**src/rtl/dbg_flag_pkg.sv**
```systemverilog
package dbg_flag_pkg;
   localparam int unsigned WIN_AW  = 12;
   localparam int unsigned BUS_DW  = 32;
   localparam int unsigned LANES   = BUS_DW / 8;

   localparam logic [WIN_AW-1:0] OFF_HALTED   = 12'h100;
   localparam logic [WIN_AW-1:0] OFF_GOING    = 12'h104;
   localparam logic [WIN_AW-1:0] OFF_RESUMING = 12'h108;
   localparam logic [WIN_AW-1:0] OFF_EXCEPT   = 12'h10C;
   localparam logic [WIN_AW-1:0] OFF_FLAGS    = 12'h400;
   localparam int unsigned       FLAG_SPAN    = 12'h400;

   localparam int unsigned BIT_GO     = 0;
   localparam int unsigned BIT_RESUME = 1;

   typedef enum logic [2:0] {
      HS_NONE,
      HS_HALTED,
      HS_GOING,
      HS_RESUMING,
      HS_EXCEPT
   } hs_wr_e;
endpackage

```
**src/rtl/dbg_flag_decode.sv**
```systemverilog
module dbg_flag_decode
   import dbg_flag_pkg::*;
#(
   parameter int unsigned N_HARTS = 4,
   localparam int unsigned FLAG_WORDS = (N_HARTS + LANES - 1) / LANES,
   localparam int unsigned FW = (FLAG_WORDS > 1) ? $clog2(FLAG_WORDS) : 1
) (
   input  logic              bus_valid,
   input  logic              bus_write,
   input  logic [WIN_AW-1:0] bus_addr,
   output hs_wr_e            wr_kind,
   output logic              flag_rd,
   output logic [FW-1:0]     flag_word
);
   logic [WIN_AW-3:0] widx;
   logic [WIN_AW-1:0] frel;

   assign widx = bus_addr[WIN_AW-1:2];
   assign frel = bus_addr - OFF_FLAGS;

   always_comb begin
      wr_kind = HS_NONE;
      if (bus_valid && bus_write) begin
         if (widx == OFF_HALTED[WIN_AW-1:2])        wr_kind = HS_HALTED;
         else if (widx == OFF_GOING[WIN_AW-1:2])    wr_kind = HS_GOING;
         else if (widx == OFF_RESUMING[WIN_AW-1:2]) wr_kind = HS_RESUMING;
         else if (widx == OFF_EXCEPT[WIN_AW-1:2])   wr_kind = HS_EXCEPT;
      end
   end

   assign flag_rd = bus_valid && !bus_write && (bus_addr >= OFF_FLAGS)
                    && (32'(frel) < 32'(FLAG_WORDS * LANES));
   assign flag_word = FW'(frel[WIN_AW-1:2]);
endmodule

```
**src/rtl/dbg_hart_flags.sv**
```systemverilog
module dbg_hart_flags
   import dbg_flag_pkg::*;
#(
   parameter int unsigned N_HARTS = 4,
   localparam int unsigned HW = (N_HARTS > 1) ? $clog2(N_HARTS) : 1
) (
   input  logic               clk,
   input  logic               rst_n,
   input  logic               dmactive,
   input  logic [HW-1:0]      hartsel,
   input  logic               go_req,
   input  logic               resume_req,
   input  logic               busy,
   input  hs_wr_e             wr_kind,
   input  logic [BUS_DW-1:0]  wr_id,
   output logic [N_HARTS-1:0] go_vec,
   output logic [N_HARTS-1:0] res_vec,
   output logic [N_HARTS-1:0] halted_vec,
   output logic [N_HARTS-1:0] resume_ack,
   output logic               go_accept
);
   logic [N_HARTS-1:0] go_set_v;

   for (genvar i = 0; i < N_HARTS; i++) begin : g_hart
      logic sel, id_hit, go_set, go_clr, res_set, res_clr, halt_set;
      assign sel      = (hartsel == HW'(i));
      assign id_hit   = (wr_id == BUS_DW'(i));
      assign go_set   = go_req && sel && halted_vec[i] && !busy;
      assign go_clr   = (wr_kind == HS_GOING) && sel;
      assign res_set  = resume_req && sel && halted_vec[i];
      assign res_clr  = (wr_kind == HS_RESUMING) && id_hit;
      assign halt_set = (wr_kind == HS_HALTED) && id_hit;
      assign go_set_v[i] = go_set;

      always_ff @(posedge clk or negedge rst_n) begin
         if (!rst_n) begin
            go_vec[i]     <= 1'b0;
            res_vec[i]    <= 1'b0;
            halted_vec[i] <= 1'b0;
            resume_ack[i] <= 1'b0;
         end else if (!dmactive) begin
            go_vec[i]     <= 1'b0;
            res_vec[i]    <= 1'b0;
            halted_vec[i] <= 1'b0;
            resume_ack[i] <= 1'b0;
         end else begin
            if (go_clr)       go_vec[i] <= 1'b0;
            else if (go_set)  go_vec[i] <= 1'b1;
            if (res_clr)      res_vec[i] <= 1'b0;
            else if (res_set) res_vec[i] <= 1'b1;
            if (res_clr)       halted_vec[i] <= 1'b0;
            else if (halt_set) halted_vec[i] <= 1'b1;
            resume_ack[i] <= res_clr;
         end
      end

      assert_go_needs_halt_R3: assert property (@(posedge clk) disable iff (!rst_n)
         $rose(go_vec[i]) |-> $past(halted_vec[i]));
      assert_resume_needs_halt_R6: assert property (@(posedge clk) disable iff (!rst_n)
         $rose(res_vec[i]) |-> $past(halted_vec[i]));
      assert_clear_wins_R9: assert property (@(posedge clk) disable iff (!rst_n)
         (dmactive && res_clr) |=> !res_vec[i]);
   end

   assign go_accept = |go_set_v;

   assert_ack_onehot_R7: assert property (@(posedge clk) disable iff (!rst_n)
      $onehot0(resume_ack));
endmodule

```
**src/rtl/dbg_cmd_tracker.sv**
```systemverilog
module dbg_cmd_tracker
   import dbg_flag_pkg::*;
(
   input  logic   clk,
   input  logic   rst_n,
   input  logic   dmactive,
   input  logic   go_accept,
   input  hs_wr_e wr_kind,
   output logic   busy,
   output logic   cmd_err
);
   logic going_seen;

   always_ff @(posedge clk or negedge rst_n) begin
      if (!rst_n) begin
         busy       <= 1'b0;
         cmd_err    <= 1'b0;
         going_seen <= 1'b0;
      end else if (!dmactive) begin
         busy       <= 1'b0;
         cmd_err    <= 1'b0;
         going_seen <= 1'b0;
      end else if (wr_kind == HS_EXCEPT) begin
         cmd_err    <= 1'b1;
         busy       <= 1'b0;
         going_seen <= 1'b0;
      end else if (busy && wr_kind == HS_GOING) begin
         going_seen <= 1'b1;
      end else if (busy && going_seen && wr_kind == HS_HALTED) begin
         busy       <= 1'b0;
         going_seen <= 1'b0;
      end else if (go_accept) begin
         busy       <= 1'b1;
         going_seen <= 1'b0;
      end
   end

   assert_err_sticky_R5: assert property (@(posedge clk) disable iff (!rst_n)
      (cmd_err && dmactive) |=> cmd_err);
   assert_except_ends_busy_R5: assert property (@(posedge clk) disable iff (!rst_n)
      (wr_kind == HS_EXCEPT) |=> (!busy && cmd_err));
   assert_halt_ends_busy_R4: assert property (@(posedge clk) disable iff (!rst_n)
      (busy && going_seen && wr_kind == HS_HALTED) |=> !busy);
   assert_inactive_clears_R1: assert property (@(posedge clk) disable iff (!rst_n)
      !dmactive |=> (!busy && !cmd_err));
endmodule

```
**src/rtl/dbg_flag_ctrl.sv**
```systemverilog
module dbg_flag_ctrl
   import dbg_flag_pkg::*;
#(
   parameter int unsigned N_HARTS = 4,
   localparam int unsigned HART_W = (N_HARTS > 1) ? $clog2(N_HARTS) : 1,
   localparam int unsigned FLAG_WORDS = (N_HARTS + LANES - 1) / LANES,
   localparam int unsigned FW = (FLAG_WORDS > 1) ? $clog2(FLAG_WORDS) : 1
) (
   input  logic               clk,
   input  logic               rst_n,
   input  logic               dmactive,
   input  logic               bus_valid,
   input  logic               bus_write,
   input  logic [11:0]        bus_addr,
   input  logic [31:0]        bus_wdata,
   output logic [31:0]        bus_rdata,
   input  logic [HART_W-1:0]  hartsel,
   input  logic               go_req,
   input  logic               resume_req,
   output logic [N_HARTS-1:0] halted,
   output logic [N_HARTS-1:0] resume_ack,
   output logic               busy,
   output logic               cmd_err
);
   if (N_HARTS < 1 || N_HARTS > FLAG_SPAN) begin : g_bad_harts
      $error("dbg_flag_ctrl: N_HARTS must lie in 1..1024");
   end
   if (BUS_DW != 32) begin : g_bad_dw
      $error("dbg_flag_ctrl: bus must be 32 bits wide");
   end

   hs_wr_e             wr_kind;
   logic               flag_rd;
   logic [FW-1:0]      flag_word;
   logic [N_HARTS-1:0] go_vec, res_vec;
   logic               go_accept;
   logic [FLAG_WORDS*BUS_DW-1:0] flag_bytes;

   dbg_flag_decode #(.N_HARTS(N_HARTS)) u_dec (
      .bus_valid (bus_valid),
      .bus_write (bus_write),
      .bus_addr  (bus_addr),
      .wr_kind   (wr_kind),
      .flag_rd   (flag_rd),
      .flag_word (flag_word)
   );

   dbg_hart_flags #(.N_HARTS(N_HARTS)) u_flags (
      .clk        (clk),
      .rst_n      (rst_n),
      .dmactive   (dmactive),
      .hartsel    (hartsel),
      .go_req     (go_req),
      .resume_req (resume_req),
      .busy       (busy),
      .wr_kind    (wr_kind),
      .wr_id      (bus_wdata),
      .go_vec     (go_vec),
      .res_vec    (res_vec),
      .halted_vec (halted),
      .resume_ack (resume_ack),
      .go_accept  (go_accept)
   );

   dbg_cmd_tracker u_trk (
      .clk       (clk),
      .rst_n     (rst_n),
      .dmactive  (dmactive),
      .go_accept (go_accept),
      .wr_kind   (wr_kind),
      .busy      (busy),
      .cmd_err   (cmd_err)
   );

   for (genvar h = 0; h < FLAG_WORDS * LANES; h++) begin : g_byte
      if (h < N_HARTS) begin : g_live
         assign flag_bytes[h*8 +: 8] = (hartsel == HART_W'(h))
            ? {6'b0, res_vec[h], go_vec[h]} : 8'h00;
      end else begin : g_pad
         assign flag_bytes[h*8 +: 8] = 8'h00;
      end
   end

   assign bus_rdata = flag_rd ? flag_bytes[flag_word*BUS_DW +: BUS_DW] : '0;

   assert_other_read_zero_R10: assert property (@(posedge clk) disable iff (!rst_n)
      (bus_valid && !bus_write && bus_addr < OFF_FLAGS) |-> (bus_rdata == 32'h0));
endmodule

```
**config.mk**
```make
export PLATFORM = sky130hd
export DESIGN_NAME = dbg_flag_ctrl
export DESIGN_NICKNAME = d
export VERILOG_FILES = /design/src/rtl/dbg_flag_pkg.sv /design/src/rtl/dbg_flag_decode.sv /design/src/rtl/dbg_hart_flags.sv /design/src/rtl/dbg_cmd_tracker.sv /design/src/rtl/dbg_flag_ctrl.sv
export SDC_FILE = /design/constraint.sdc
export NUM_CORES = 1
export LEC_CHECK = 0
export BUFFER_PORTS_ARGS = -buffer_cell sky130_fd_sc_hd__buf_4
export CORE_UTILIZATION = 44
export DETAILED_ROUTE_END_ITERATION = 6
export PLACE_DENSITY_LB_ADDON = 0.25
export SLEW_MARGIN = 25
export SYNTH_ARGS = -nofsm -noshare
export SYNTH_HDL_FRONTEND = slang
export SYNTH_SLANG_ARGS = --single-unit
```
**constraint.sdc**
```tcl
create_clock -name clk -period 3.8 [get_ports clk]
set_input_delay 0.38 -clock clk [delete_from_list [all_inputs] [get_ports clk]]
set_output_delay 0.38 -clock clk [all_outputs]
set_load 0.005 [all_outputs]
```
Word-level counts from Yosys, hierarchy flattened. Cells that the tools add are included.

Input bits: 53. Flip-flop bits (word level): 19. Word-level logic and storage cells: 160. Output and inout port bits: 42.

Order comparisons: 2. Shift-type cells: 1. Add/subtract/negate cells: 1. Mux-type cells: 62. Reduce and logical (&&, ||, !) cells: 45. Eq/ne operators: 30.

Operators by type and width (number): $eq A32 B2 Y1 const B (2); $mux W1 (52); $eq A10 B7 Y1 const B (4); $logic_and A1 B1 Y1 (39); $ne A3 B1 Y1 const B (12); $eq A32 B1 Y1 const B (1); $logic_not A32 Y1 (1); $mux W32 (1); $shiftx A32 B7 Y32 (1); $mux W3 (5); $ge A12 B11 Y1 const B (1); $lt A12 B3 Y1 const B (1); $sub A12 B11 Y12 const B (1); $mux W2 (4); $eq A3 B2 Y1 const B (2); $ne A5 B1 Y1 const B (1); $eq A2 B2 Y1 const B (2); $ne A4 B1 Y1 const B (1); $reduce_or A4 Y1 (1); $eq A3 B1 Y1 const B (1); $eq A3 B3 Y1 const B (1); $ne A3 B2 Y1 const B (1); $eq A2 B1 Y1 const B (1); $logic_not A1 Y1 (2); 3 further kinds (3).

Logic depth before layout (Yosys ltp).
Word-level depth: 12. Gate-level depth with buffers: 5. Depth with buffers taken out: 4.

By module. From an unflattened synthesis, not the netlist that was laid out.

Cell total of the unflattened synthesis: 153. Area, all modules: 1470.2 µm².

Modules (own cells, without submodules): dbg_hart_flags (area an instance 937.1 µm², times used 1, cells each 89, sequential area each 400.4 µm²); dbg_flag_ctrl (area an instance 284.0 µm², times used 1, cells each 36, sequential area each 0.0 µm²); dbg_cmd_tracker (area an instance 161.4 µm², times used 1, cells each 16, sequential area each 75.1 µm²); dbg_flag_decode (area an instance 87.6 µm², times used 1, cells each 12, sequential area each 0.0 µm²).

Worst setup path after synthesis. OpenSTA, ideal clock, no wires.

Kind: input-to-reg. Start: in bus_addr[6]. End: reg u_flags.halted_vec[1]. Buffers on the path: 0. Required time: 3706 ps. Stages on the path: 4. Setup time: 94 ps. Slack: 2082 ps. Arrival time: 1624 ps. Cells stage by stage: nor4_4 and4_4 or4b_1 a221oi_2.

Cells in the longest elaborated chain, start to end: 10. Elaborated cells between the ends (all ways): 16. Classes of those cells: eq/ne: 7; mux: 7; reduce/logical: 2.

Ends and longest elaborated chain: start: declaration (RTL line dbg_flag_ctrl.sv:14) `input logic [11:0] bus_addr,`; $eq A10 B7 Y1 (RTL line dbg_flag_decode.sv:27) `else if (widx == OFF_EXCEPT[WIN_AW-1:2]) wr_kind = HS_EXCEPT;`; $mux W3 (RTL line dbg_flag_decode.sv:27); $mux W3 (RTL line dbg_flag_decode.sv:26) `else if (widx == OFF_RESUMING[WIN_AW-1:2]) wr_kind = HS_RESUMING;`; $mux W3 (RTL line dbg_flag_decode.sv:25) `else if (widx == OFF_GOING[WIN_AW-1:2]) wr_kind = HS_GOING;`; $mux W3 * (RTL line dbg_flag_decode.sv:24) `if (widx == OFF_HALTED[WIN_AW-1:2]) wr_kind = HS_HALTED;`; $mux W3 * (RTL line dbg_flag_decode.sv:23) `if (bus_valid && bus_write) begin`; $eq A3 B2 Y1 (RTL line dbg_hart_flags.sv:31) `assign res_clr = (wr_kind == HS_RESUMING) && id_hit;`; $logic_and A1 B1 Y1 (RTL line dbg_hart_flags.sv:31); $mux W1 (RTL line dbg_hart_flags.sv:51) `if (res_clr) halted_vec[i] <= 1'b0;`; $mux W1 (RTL line dbg_hart_flags.sv:41) `end else if (!dmactive) begin`; end signal: indexed assignment (RTL line dbg_hart_flags.sv:44) `halted_vec[i] <= 1'b0;`; end signal: indexed assignment (RTL line dbg_hart_flags.sv:51); end signal: indexed assignment (RTL line dbg_hart_flags.sv:52) `else if (halt_set) halted_vec[i] <= 1'b1;`; end: declaration (RTL line dbg_hart_flags.sv:18) `output logic [N_HARTS-1:0] halted_vec,`.

Every way passes the cells marked *; elsewhere a longest branch is shown, timed or not. A chain may end at the register's enable or synchronous reset.

Worst setup path after layout.
Start: in bus_addr[6]. End: out bus_rdata[1].

Cells in the longest elaborated chain, start to end: 4. Elaborated cells between the ends (all ways): 6. Classes of those cells: add/sub: 1; order compare: 2; mux: 1; reduce/logical: 2.

Ends and longest elaborated chain: $sub A12 B11 Y12 / $ge A12 B11 Y1 (equally long branches) (RTL line dbg_flag_decode.sv:19, dbg_flag_decode.sv:31); $lt A12 B3 Y1 / $logic_and A1 B1 Y1 (equally long branches) (RTL line dbg_flag_decode.sv:32, dbg_flag_decode.sv:31); $logic_and A1 B1 Y1 * (RTL line dbg_flag_decode.sv:32) `&& (32'(frel) < 32'(FLAG_WORDS * LANES));`; $mux W32 * (RTL line dbg_flag_ctrl.sv:84) `assign bus_rdata = flag_rd ? flag_bytes[flag_word*BUS_DW +: BUS_DW] : '0;`; end: declaration (RTL line dbg_flag_ctrl.sv:16) `output logic [31:0] bus_rdata,`.

Marks and branches as above.

==> flow_summary.json <==
{
  "run_status": "complete, but fails checks",
  "violations": "DRC",
  "antennaDiodeCount": 0,
  "ir_drop_v": 0.0000923,
  "top_layer_used": "met4",
  "critPathMaxFanout": 5,
  "slew_headroom_pct": 61.1,
  "overflow": 0,
  "ant_nets": 0,
  "finalCritPeriodShare_pct": 54.4,
  "core_sq_um": 2810,
  "grt_max_degree": 20,
  "drc": 8,
  "fin_skew_ns": 0.00300,
  "root_buffer": "clkbuf_4",
  "ys_warn_count": 0,
  "cts_resized": 0,
  "tns_ns": 0,
  "antenna_found_initial": 0,
  "die_w_microns": 56.8,
  "io_pins": 95,
  "finalNetCount": 267,
  "power_switching_mw": 0.0946,
  "start_util_pct": 47.1,
  "start_kind": "input port",
  "dp_hpwl_microns": 2630,
  "globalplace.congestion": 0.857,
  "endpoint_kind": "primary output",
  "r2r-start": "u_flags.halted_vec[3]$_DFFE_PN0P_",
  "cts_buffers": 3,
  "netlist_area_sq_um": 1320,
  "clockBufferDepth": 2,
  "hold_viol": 0,
  "hold_start": "dmactive",
  "finalSetupViolCount": 0,
  "grt_pass1_wl_microns": 5350,
  "met1_length_microns": 1290,
  "fp.dieH_microns": 56.8,
  "hold_class": "in -> reg",
  "drv_slew": 0,
  "vias": 1308,
  "fmax_mhz": 483,
  "ff2ff_path_depth": 3,
  "maxCapViolCount": 0,
  "worst_hold_path.endpoint": "u_flags.go_vec[2]$_DFFE_PN0P_",
  "dp.cells": 239,
  "worstSetupPathType": "in -> out",
  "min_period_ns": 2.07,
  "rsz0062_at_grt": "no",
  "ctsHoldBuffers": 1,
  "die_area_sq_um": 3230,
  "first_pass_iters": 6,
  "fillCellCount": 250,
  "grtUsageTotal_pct": 21.4,
  "drive_above_1_share_pct": 37.6,
  "grt_pass1_vias": 1291,
  "wl_per_cell_microns": 13.0,
  "p_comb_share_pct": 19.7,
  "cp.arrival_ns": 1.69,
  "row_count": 19,
  "worst_pin_slew_ns": 0.581,
  "clock_sinks": 19,
  "io_buffer_count": 68,
  "cts_tree": "done",
  "avgSynthCellArea_sq_um": 9.18,
  "instances_no_fill": 244,
  "cp.required_ns": 3.42,
  "clockPowerShare_pct": 26.7,
  "reg2reg_slack_ns": 2.39,
  "via_per_inst": 5.36,
  "power_leakage_nw": 0.887,
  "rr_endpoint": "u_trk.going_seen$_DFFE_PN0P_",
  "power_density_nw_per_um2": 210,
  "route.met3.wl_microns": 209,
  "drt_wl_total_microns": 3180,
  "internal_power_mw": 0.283,
  "cts_setup_buffers": 0,
  "p_seq_share_pct": 53.5,
  "met2_length_microns": 1630,
  "synth_seq_cells": 19,
  "clkTransAtPathRegs_ns": 0.10,
  "htree_levels": 1,
  "worstHoldPathCells": 2,
  "worstSkewPairLatency_ns": 0.29,
  "ys_seq_area_share_pct": 36.0,
  "ys_types": 34,
  "area_growth_pct": 36.4,
  "swShare_pct": 25.1,
  "synthCells": 144,
  "drtIter0Drc": 47
}
## layout make-up
cell class              count  area, sq um  area share [%]
clock buffers               4         26.3            1.46
well taps                  31         38.8            2.15
flip-flops and latches     19          475            26.4
multi-input cells         116          722            40.1
inverters                   5         18.8            1.04
repair buffers             69          520            28.9
## kinds of logic after synthesis
group	Yosys count	share of synthesized area [%]
buf+inv	32	15.9
simple gates	69	31.6
mux	1	1.70
compound gates	22	14.5
flops	19	36.0
other cells	1	0.284
## metrics by stage
stage	setup slack (ns)	hold slack, ns	cell area [sq um]	utilization, %	power (mW)
floorplan	2.08	0.0844	1410	-	0.246
global placement	1.80	0.261	1770	62.9	0.277
detailed placement	1.77	0.264	1770	62.9	0.279
CTS	1.77	0.388	1800	64.2	0.379
global route	1.63	0.392	1800	64.2	0.397
finish	1.73	0.396	1800	64.2	0.377
## power groups by stage
stage          Sequential (mW)  Combinational [mW]  Clock, mW
3_3_place_gp             0.206              0.0709          0
6_report                 0.202              0.0745      0.101
3_5_place_dp             0.206              0.0732          0
2_1_floorplan            0.206              0.0401          0
4_1_cts                  0.202              0.0741      0.103
5_1_grt                  0.202              0.0824      0.112
## worst max-delay path, stage by stage
cell and delay, ns:
buf_4 0.12, nor4_4 0.37, nand4_1 0.32, nor3_1 0.24, and2_1 0.16, buf_4 0.10
## layer usage
layer	vias up	track usage (%)
met5	-	0
met4	0	10.8
met3	6	3.92
met2	65	38.3
met1	613	24.3
li1	624	-
## synthesized netlist by cell type
cell type / number / area [sq um]
and3b_1: 1 / 8.76
nand4_1: 5 / 31.3
a41oi_1: 5 / 43.8
or4b_1: 1 / 10.0
nand2b_1: 3 / 18.8
o221a_2: 3 / 33.8
a221oi_2: 1 / 15.0
o41ai_1: 1 / 8.76
nor3b_2: 1 / 12.5
a211oi_1: 4 / 30.0
o311a_1: 1 / 10.0
mux4_2: 1 / 22.5
conb_1: 1 / 3.75
nor2_1: 16 / 60.1
inv_1: 5 / 18.8
clkbuf_1: 3 / 11.3
a221oi_1: 1 / 8.76
and2_1: 12 / 75.1
dfrtp_1: 19 / 475
nand3_1: 2 / 10.0
and4_4: 1 / 11.3
a31o_2: 1 / 8.76
or3b_1: 1 / 8.76
and3_1: 4 / 25.0
a31oi_1: 3 / 18.8
nor4_1: 8 / 50.1
and4_1: 3 / 26.3
o21ai_0: 1 / 5.00
nor2b_1: 3 / 18.8
nor4_4: 1 / 21.3
buf_4: 24 / 180
nor3_1: 3 / 15.0
o32ai_1: 1 / 8.76
nand2_1: 4 / 15.0
## worst max path at each step
stage,from,end,slack [ns],cells after the start
6_report,bus_addr[6],bus_rdata[1],1.73,6
4_1_cts,bus_addr[6],bus_rdata[1],1.77,6
5_1_grt,bus_addr[6],bus_rdata[0],1.63,6
2_1_floorplan,bus_addr[6],u_flags.halted_vec[1]$_DFFE_PN0P_,2.08,4
3_5_place_dp,bus_addr[6],bus_rdata[1],1.77,6
3_3_place_gp,bus_addr[6],bus_rdata[1],1.80,6
## cell usage in the layout (no fill, tap or decap)
cell and count:
a211oi_1 4, a221oi_1 1, a221oi_2 1, a31o_2 1, a31oi_1 3, a41oi_1 5
and2_1 12, and3_1 4, and3b_1 1, and4_1 3, and4_4 1, buf_4 68
clkbuf_1 1, clkbuf_4 3, conb_1 24, dfrtp_1 19, dlygate4sd3_1 1, inv_1 5
mux4_2 1, nand2_1 4, nand2b_1 3, nand3_1 2, nand4_1 5, nor2_1 16
nor2b_1 3, nor3_1 3, nor3b_2 1, nor4_1 8, nor4_4 1, o21ai_0 1
o221a_2 3, o311a_1 1, o32ai_1 1, o41ai_1 1, or3b_1 1, or4b_1 1
## registers in the layout, summed over array words and instances, names as in the netlist
name                cells
u_flags.halted_vec      4
u_trk.cmd_err           1
u_flags.resume_ack      4
u_trk.going_seen        1
u_flags.res_vec         4
u_flags.go_vec          4
u_trk.busy              1
(Power assumes the default switching activity.)
